## src/rtl/t16_regif_pkg.sv

```systemverilog
package t16_regif_pkg;
  localparam int unsigned ADDR_W = 4;
  localparam logic [ADDR_W-1:0] A_CTRL_A = 4'h0;
  localparam logic [ADDR_W-1:0] A_CTRL_B = 4'h1;
  localparam logic [ADDR_W-1:0] A_CTRL_C = 4'h2;
  localparam logic [ADDR_W-1:0] A_CNT_LO = 4'h4;
  localparam logic [ADDR_W-1:0] A_CNT_HI = 4'h5;
  localparam logic [ADDR_W-1:0] A_CAP_LO = 4'h6;
  localparam logic [ADDR_W-1:0] A_CAP_HI = 4'h7;
  localparam int unsigned       A_CMP_BASE = 8;
  localparam logic [3:0]        MODE_CAP_WR = 4'd12;
endpackage

```

## src/rtl/t16_addr_dec.sv

```systemverilog
module t16_addr_dec #(
  parameter int unsigned AW = 4,
  localparam int unsigned NA = 1 << AW
) (
  input  logic          sel_i,
  input  logic          we_i,
  input  logic [AW-1:0] addr_i,
  output logic [NA-1:0] wr_o,
  output logic [NA-1:0] rd_o
);
  for (genvar i = 0; i < NA; i++) begin : g_dec
    assign wr_o[i] = sel_i &&  we_i && (addr_i == AW'(i));
    assign rd_o[i] = sel_i && !we_i && (addr_i == AW'(i));
  end
endmodule

```

## src/rtl/t16_byte_pair.sv

```systemverilog
module t16_byte_pair #(
  parameter int unsigned DW = 8
) (
  input  logic            clk_i,
  input  logic            rst_ni,
  input  logic            wr_lo_i,
  input  logic            wr_hi_i,
  input  logic [DW-1:0]   wdata_i,
  output logic [2*DW-1:0] q_o
);
  always_ff @(posedge clk_i or negedge rst_ni) begin
    if (!rst_ni) q_o <= '0;
    else begin
      if (wr_lo_i) q_o[DW-1:0]    <= wdata_i;
      if (wr_hi_i) q_o[2*DW-1:DW] <= wdata_i;
    end
  end
endmodule

```

## src/rtl/t16_rd_mux.sv

```systemverilog
module t16_rd_mux
  import t16_regif_pkg::*;
#(
  parameter int unsigned DW   = 8,
  parameter int unsigned NCMP = 3,
  localparam int unsigned WW  = 2 * DW
) (
  input  logic [ADDR_W-1:0]  addr_i,
  input  logic [DW-1:0]      ctrl_a_i,
  input  logic [DW-1:0]      ctrl_b_i,
  input  logic [DW-1:0]      ctrl_c_i,
  input  logic [DW-1:0]      cnt_lo_i,
  input  logic [DW-1:0]      cap_lo_i,
  input  logic [DW-1:0]      temp_i,
  input  logic [NCMP*WW-1:0] cmp_i,
  output logic [DW-1:0]      rdata_o
);
  always_comb begin
    rdata_o = '0;
    unique case (addr_i)
      A_CTRL_A: rdata_o = ctrl_a_i;
      A_CTRL_B: rdata_o = ctrl_b_i;
      A_CTRL_C: rdata_o = ctrl_c_i;
      A_CNT_LO: rdata_o = cnt_lo_i;
      A_CNT_HI: rdata_o = temp_i;
      A_CAP_LO: rdata_o = cap_lo_i;
      A_CAP_HI: rdata_o = temp_i;
      default: ;
    endcase
    for (int k = 0; k < NCMP; k++) begin
      if (addr_i == ADDR_W'(A_CMP_BASE + 2*k))     rdata_o = cmp_i[k*WW +: DW];
      if (addr_i == ADDR_W'(A_CMP_BASE + 2*k + 1)) rdata_o = cmp_i[k*WW+DW +: DW];
    end
  end
endmodule

```

## src/rtl/t16_regif.sv

```systemverilog
module t16_regif
  import t16_regif_pkg::*;
#(
  parameter int unsigned DW   = 8,
  parameter int unsigned NCMP = 3,
  localparam int unsigned WW  = 2 * DW,
  localparam int unsigned NA  = 1 << ADDR_W
) (
  input  logic               clk_i,
  input  logic               rst_ni,
  input  logic               bus_sel_i,
  input  logic               bus_we_i,
  input  logic [ADDR_W-1:0]  bus_addr_i,
  input  logic [DW-1:0]      bus_wdata_i,
  output logic [DW-1:0]      bus_rdata_o,
  input  logic [WW-1:0]      cnt_i,
  output logic               cnt_load_o,
  output logic [WW-1:0]      cnt_load_val_o,
  output logic [DW-1:0]      ctrl_a_o,
  output logic [DW-1:0]      ctrl_b_o,
  output logic [DW-1:0]      ctrl_c_o,
  output logic [3:0]         mode_o,
  output logic [WW-1:0]      cap_o,
  output logic [NCMP*WW-1:0] cmp_o
);
  logic [NA-1:0] wr, rd;
  logic [DW-1:0] temp_q, rd_byte;
  logic          cap_wr_ok;

  t16_addr_dec #(.AW(ADDR_W)) u_dec (
    .sel_i(bus_sel_i), .we_i(bus_we_i), .addr_i(bus_addr_i),
    .wr_o(wr), .rd_o(rd)
  );

  assign mode_o    = {ctrl_b_o[4:3], ctrl_a_o[1:0]};
  assign cap_wr_ok = (mode_o == MODE_CAP_WR);

  always_ff @(posedge clk_i or negedge rst_ni) begin
    if (!rst_ni) begin
      ctrl_a_o <= '0;
      ctrl_b_o <= '0;
      ctrl_c_o <= '0;
    end else begin
      if (wr[A_CTRL_A]) ctrl_a_o <= bus_wdata_i;
      if (wr[A_CTRL_B]) ctrl_b_o <= bus_wdata_i;
      if (wr[A_CTRL_C]) ctrl_c_o <= bus_wdata_i;
    end
  end

  // Shared high-byte latch for counter and capture
  always_ff @(posedge clk_i or negedge rst_ni) begin
    if (!rst_ni) temp_q <= '0;
    else if (rd[A_CNT_LO])               temp_q <= cnt_i[WW-1:DW];
    else if (wr[A_CNT_HI])               temp_q <= bus_wdata_i;
    else if (rd[A_CAP_LO])               temp_q <= cap_o[WW-1:DW];
    else if (wr[A_CAP_HI] && cap_wr_ok)  temp_q <= bus_wdata_i;
  end

  always_ff @(posedge clk_i or negedge rst_ni) begin
    if (!rst_ni) cap_o <= '0;
    else if (wr[A_CAP_LO] && cap_wr_ok) cap_o <= {temp_q, bus_wdata_i};
  end

  always_ff @(posedge clk_i or negedge rst_ni) begin
    if (!rst_ni) begin
      cnt_load_o     <= 1'b0;
      cnt_load_val_o <= '0;
    end else begin
      cnt_load_o <= wr[A_CNT_LO];
      if (wr[A_CNT_LO]) cnt_load_val_o <= {temp_q, bus_wdata_i};
    end
  end

  for (genvar k = 0; k < NCMP; k++) begin : g_cmp
    t16_byte_pair #(.DW(DW)) u_cmp (
      .clk_i(clk_i), .rst_ni(rst_ni),
      .wr_lo_i(wr[A_CMP_BASE + 2*k]),
      .wr_hi_i(wr[A_CMP_BASE + 2*k + 1]),
      .wdata_i(bus_wdata_i),
      .q_o(cmp_o[k*WW +: WW])
    );
  end

  t16_rd_mux #(.DW(DW), .NCMP(NCMP)) u_mux (
    .addr_i(bus_addr_i), .ctrl_a_i(ctrl_a_o), .ctrl_b_i(ctrl_b_o),
    .ctrl_c_i(ctrl_c_o), .cnt_lo_i(cnt_i[DW-1:0]), .cap_lo_i(cap_o[DW-1:0]),
    .temp_i(temp_q), .cmp_i(cmp_o), .rdata_o(rd_byte)
  );

  always_ff @(posedge clk_i or negedge rst_ni) begin
    if (!rst_ni) bus_rdata_o <= '0;
    else bus_rdata_o <= (bus_sel_i && !bus_we_i) ? rd_byte : '0;
  end
endmodule

```

## config.mk

```make
export PLATFORM = sky130hd
export DESIGN_NAME = t16_regif
export DESIGN_NICKNAME = d
export VERILOG_FILES = /design/src/rtl/t16_regif_pkg.sv /design/src/rtl/t16_addr_dec.sv /design/src/rtl/t16_byte_pair.sv /design/src/rtl/t16_rd_mux.sv /design/src/rtl/t16_regif.sv
export SDC_FILE = /design/constraint.sdc
export NUM_CORES = 1
export LEC_CHECK = 0
export CAP_MARGIN = 20
export CELL_PAD_IN_SITES_DETAIL_PLACEMENT = 1
export CELL_PAD_IN_SITES_GLOBAL_PLACEMENT = 1
export CORE_MARGIN = 8
export CORE_UTILIZATION = 45
export DETAILED_ROUTE_END_ITERATION = 16
export DONT_BUFFER_PORTS = 1
export GPL_TIMING_DRIVEN = 0
export PLACE_DENSITY = 0.77
export SLEW_MARGIN = 20
export SYNTH_ARGS = -nofsm -noshare
export SYNTH_HDL_FRONTEND = slang
export SYNTH_SLANG_ARGS = --single-unit
```

## constraint.sdc

```tcl
create_clock -name clk_i -period 1.42 [get_ports clk_i]
set_input_delay 0.355 -clock clk_i [delete_from_list [all_inputs] [get_ports clk_i]]
set_output_delay 0.355 -clock clk_i [all_outputs]
set_load 0.03 [all_outputs]
```

======== Yosys cells after proc, flatten, opt, wreduce, memory -nomap -nowiden ========
Cells that the tools add are included.
storage, ports and cells
  register bits ........................... 121
  bits in latches ......................... 0
  RAM bits ................................ 0
  memory bits (read-only) ................. 0
  input bits .............................. 32
  output and inout port bits .............. 117
  logic and storage cells ................. 62
  memories kept ........................... 0
cells by class
  add/sub/neg operators ................... 0
  $mul .................................... 0
  divide/modulo/power cells ............... 0
  $lt $le $gt $ge ......................... 0
  equal/unequal tests ..................... 13
  shifts and indexed selects .............. 0
  mux-type cells .......................... 12
  bitwise logic cells ..................... 0
  reductions and logical operators ........ 23
operators by type and width
  operator                                        number
  2-to-1 mux 8 bit                                11
  one-hot mux 8 bit (6 select lines)              1
  == test 4 bit (second input constant)           7
  logical AND 1 bit                               19
  == test 4 x 3 -> 1 bit (second input constant)  4
  == test 4 x 1 -> 1 bit (second input constant)  1
  == test 4 x 2 -> 1 bit (second input constant)  1
  zero test 4 bit                                 1
  nonzero test 4 bit                              1
  OR reduction 2 bit                              1
  zero test 1 bit                                 1

======== Depth between registers and ports, before layout ========
  depth after elaboration ................. 10
  depth in mapped cells ................... 8
  mapped depth without buffers ............ 5

======== By module ========
Synthesis repeated with hierarchy kept, for this count alone.
second synthesis, totals
  cells, all modules ...................... 512
  area, all modules ....................... 6353.6 µm²
modules (own cells, without submodules)
  module         instances  cells each  area each (µm²)  sequential area each (µm²)
  t16_regif      1          195         2960.3           1826.8
  t16_byte_pair  3          34          663.1            400.4
  t16_rd_mux     1          168         1173.6           0.0
  t16_addr_dec   1          47          230.2            0.0

======== Worst setup path after synthesis ========
Ideal clock, no wire load.
  path kind ............................... input-to-reg
  start point ............................. input port bus_addr_i[0]
  end point ............................... register ctrl_b_o[0]
  setup time .............................. 0.125 ns
  data arrival time ....................... 1.483 ns
  required time ........................... 1.295 ns
  path slack .............................. -0.188 ns
  stages on the path ...................... 5
  cell sequence ........................... buf_4 nand2b_1 buf_2 nor4_4 mux2_2
between the ends
  cells in the longest elaborated chain, start to end .. 2
RTL lines
  item                    RTL line            RTL
  from (decl)             t16_regif.sv:13     input logic [ADDR_W-1:0] bus_addr_i,
  == test 4 x 1 -> 1 bit  t16_addr_dec.sv:12  assign wr_o[i] = sel_i && we_i && (addr_i == AW'(i));
  logical AND 1 bit       t16_addr_dec.sv:12
  to (signal assigned)    t16_regif.sv:45     if (wr[A_CTRL_B]) ctrl_b_o <= bus_wdata_i;
  to (decl)               t16_regif.sv:20     output logic [DW-1:0] ctrl_b_o,
No other way between the ends.
A chain may end at the register's enable or synchronous reset.

======== Worst setup path after layout ========
  start point ............................. register ctrl_a_o[0]
  end point ............................... register temp_q[4]
between the ends
  cells in the longest elaborated chain, start to end .. 3
RTL lines
  item                                 RTL line         RTL
  from (decl)                          t16_regif.sv:19  output logic [DW-1:0] ctrl_a_o,
  from (signal assigned)               t16_regif.sv:44  if (wr[A_CTRL_A]) ctrl_a_o <= bus_wdata_i;
  == test 4 bit                        t16_regif.sv:36  assign cap_wr_ok = (mode_o == MODE_CAP_WR);
  logical AND 1 bit                    t16_regif.sv:56  else if (wr[A_CAP_HI] && cap_wr_ok) temp_q <= bus_wdata_i;
  nonzero test 4 bit (no source line)  -
  to (signal assigned)                 t16_regif.sv:54  else if (wr[A_CNT_HI]) temp_q <= bus_wdata_i;
  to (signal assigned)                 t16_regif.sv:55  else if (rd[A_CAP_LO]) temp_q <= cap_o[WW-1:DW];
  to (signal assigned)                 t16_regif.sv:56
  to (decl)                            t16_regif.sv:27  logic [DW-1:0] temp_q, rd_byte;
No other way between the ends.

==> out/qor.csv <==
stage,metric,value,unit
power,peak supply drop,0.821,mV
cells_and_area,area growth from synthesis to layout,23.0,%
cells_and_area,"Core Util, Final",57.1,%
critical_path,"delay-heaviest family, CP",flip-flops,
cells_and_area,antenna cells,0,
place,# port buffers,0,
synth,Post-synth EDFFs,0,
critical_path,CP cell instances,"nand4bb_1, a21oi_1, o211ai_1, buf_4, buf_6, nand2_2, o21ai_2",
sta,post-route worst setup slack,-145,ps
routing,DRC Markers,0,
synth,Post-Synthesis Cells,478,
critical_path,Setup CP Type,reg2reg,
min_path,hold crit path type,in2async,
place,placed cells,650,
synth,syn_area_per_cell,12.3,µm²
critical_path,beginning of the critical path,ctrl_a_o[0]$_DFFE_PN0P_,
critical_path,Reg2Reg Depth,7,
power,leakage,0.00318,µW
routing,Vias/cell,5.94,
clock_tree,H-tree Lvls,4,
synth,Synth Net Count,510,
cells_and_area,most frequent cells in the layout,"mux2_2, dfrtp_1, nor2_1",
critical_path,CP endpoint kind,register,
routing,Iteration-0 DRC Markers,225,
critical_path,Worst Path Buf+Inv,2,
critical_path,Max stage delay on crit path,510,ps
synth,Yosys Warn Count,0,
sta,Slew HR,55.9,%
synth,"Seq/Total Area, Yosys",51.5,%
clock_tree,Clock Path Buffers,2,
die,die area,17000,µm²
global_routing,initial antenna violation count,1,
global_routing,first-pass GRT wire length,28.8,mm
global_routing,number of global-route vias before repair,4468,
clock_tree,Clock Sinks,121,
synth,post-synthesis cell type count,51,
sta,Max Clk Rate,639,MHz
critical_path,CP Depth,7,
cells_and_area,Total Nets Final,539,
cells_and_area,"commonest non-fill, non-tap cell in the layout",mux2_2,
critical_path,FF-to-FF setup slack,-140,ps
sta,Pins Over Slew Limit,0,
synth,post-synthesis cell area,5880,µm²
die,Initial Util,46.4,%
global_routing,total track usage,23.4,%
cells_and_area,area taken by multi-input logic gates,2850,µm²
routing,WL final,18.9,mm
clock_tree,TritonCTS clock tree,built,
sta,Hold WS,-363,ps
die,Die Ht,130,µm
critical_path,CP max-delay cell,dfrtp_2,
critical_path,CP Data Required Time,1720,ps
synth,Async SR Flop Fraction,100,%
cells_and_area,share of cells above drive strength 1,48.2,%
die,# rows,41,
clock_tree,CTS Root Cell,clkbuf_16,
cells_and_area,fin cells,691,
sta,Final min period,1560,ps
routing,mean routed wirelength per cell,27.3,µm
die,I/O pin cnt,149,
die,CORE AREA,12700,µm²
power,power density cells,1660,nW/µm²
place,gpl congestion,0.832,
clock_tree,Clock Latency Late Sink,420,ps
clock_tree,clock buffer count from CTS,17,
clock_tree,clock slew at reported path FFs,60,ps
global_routing,largest net degree at the start of global routing,122,
cells_and_area,Sequential Area,3060,µm²
critical_path,type of origin of the critical path,register,
critical_path,crit path to,temp_q[4]$_DFFE_PN0P_,
sta,Final Setup Violations,30,
global_routing,GRT overflow,0,
sta,Max Clock Skew,7.45,ps
synth,"flops & latches, synth",121,
cells_and_area,Layout fillers,1277,
synth,ys flop type,dfrtp_1,
status,failing checks,"negative hold slack, negative setup slack",
critical_path,RR Endpoint,temp_q[4]$_DFFE_PN0P_,
critical_path,Crit Reg-Reg Startpoint,ctrl_a_o[0]$_DFFE_PN0P_,
sta,RSZ-0062 raised after global routing,yes,
sta,"Hold Violations, Final",121,
sta,fin crit share,110,%
critical_path,Crit Path Max Fanout,6,
place,post-detail-place hpwl,13.4,mm
status,outcome,"finished, violations left",
run,number of max-cap violations,0,
routing,ANT nets after route,0,
power,total power,12000,µW
routing,drt pass-1 iters,5,
die,Die Width,130,µm
routing,Vias,4107,
sta,Tightest Pin Transition,660,ps
critical_path,critical path arrival,1860,ps
## cell usage after synthesis (3+ instances only)
| cell | n | area, µm² |
|---|---|---|
| dfrtp_1 | 121 | 3030 |
| mux2_2 | 110 | 1240 |
| nand2_1 | 26 | 97.6 |
| nor2_1 | 26 | 97.6 |
| o21ai_0 | 26 | 130 |
| mux2i_1 | 24 | 240 |
| buf_2 | 13 | 65.1 |
| nand2b_1 | 10 | 62.6 |
| buf_4 | 9 | 67.6 |
| clkbuf_1 | 9 | 33.8 |
| a21oi_1 | 8 | 40.0 |
| o211ai_1 | 7 | 52.6 |
| a22oi_1 | 6 | 45.0 |
| inv_1 | 5 | 18.8 |
| nor2b_1 | 5 | 31.3 |
| nor3_1 | 5 | 25.0 |
| o21ai_1 | 5 | 25.0 |
| buf_6 | 4 | 45.0 |
| nor3_4 | 4 | 65.1 |
| o221ai_1 | 4 | 35.0 |
| o22ai_1 | 4 | 25.0 |
| or3_1 | 4 | 25.0 |
| a211oi_1 | 3 | 22.5 |
| nand2_2 | 3 | 18.8 |
| nor4_1 | 3 | 18.8 |
| o32a_1 | 3 | 30.0 |
| o32ai_1 | 3 | 26.3 |
## worst reg2reg max path, delay by kind of cell, from the launching register on
kind / cells / cell delay (ps)
DFF: 1 / 510
and+or+nand+nor: 2 / 300
AOI/OAI and AO/OA: 3 / 330
buffers and inverters: 2 / 320
## power breakdown
group | switching (µW) | leakage, µW | total (µW) | internal (µW)
registers | 1720 | 0.00154 | 5740 | 4020
logic | 630 | 0.00131 | 1380 | 749
clock network | 1500 | 0.000327 | 4910 | 3410
## sequential cells by signal, indices dropped and copies added, names as in the netlist
register and cells:
bus_rdata_o 8, cap_o 16, cnt_load_o 1, cnt_load_val_o 16, ctrl_a_o 8, ctrl_b_o 8
ctrl_c_o 8, g_cmp.u_cmp.q_o 48, temp_q 8
## worst min-delay path by stage
stage	from	end	slack, ps	cells past startpoint
after detailed placement	rst_ni	g_cmp[1].u_cmp.q_o[6]$_DFFE_PN0P_	60	0
after CTS	rst_ni	cap_o[6]$_DFFE_PN0P_	-380	0
after global routing	rst_ni	bus_rdata_o[6]$_DFF_PN0_	-390	0
final	rst_ni	cap_o[6]$_DFFE_PN0P_	-360	0
after floorplan	rst_ni	bus_rdata_o[0]$_DFF_PN0_	60	0
after global placement	rst_ni	g_cmp[1].u_cmp.q_o[5]$_DFFE_PN0P_	70	0
## logic make-up after synthesis
logic type / count (synthesis) / synth area share [%]
mux: 134 / 25.2
flops: 121 / 51.5
simple gates: 103 / 10.6
compound gates: 78 / 8.64
buf+inv: 42 / 4.07
## routing by layer
| layer | up-vias | part of all wire, % | track usage (%) |
|---|---|---|---|
| met2 | 158 | 50 | 37.5 |
| met1 | 2122 | 37 | 26.6 |
| met5 | - | 0.090 | 0 |
| li1 | 1796 | - | - |
| met4 | 2 | 2.4 | 9.22 |
| met3 | 29 | 11 | 10.9 |
## timing repair
action,CTS,global route
endpoints found under the hold margin,121,121
gates cloned,1,0
pin swaps,9,10
setup endpoints to repair,39,45
setup buffers,6,3
gates resized for setup,35,29
## layout make-up
cell class              instances  share of cell area, %
repair buffers                 10                   1.49
flip-flops and latches        121                   42.3
clock buffers                  23                   6.61
well taps                     172                   2.98
clock inverters                 8                   2.63
multi-input cells             315                   39.4
inverters                       5                  0.260
plain buffers                  37                   4.33
## metrics by stage
stage	TNS (ps)	cell area (µm²)	worst slack [ps]	hold WS, ps
CTS	-2310	7110	-115	-384
global route	-4540	7230	-230	-389
detailed placement	-31420	6270	-585	64.0
finish	-2930	7230	-145	-363
global placement	-29580	6270	-489	65.7
floorplan	-5070	6060	-185	59.4
Note: power is estimated with default switching activity, not from simulation.
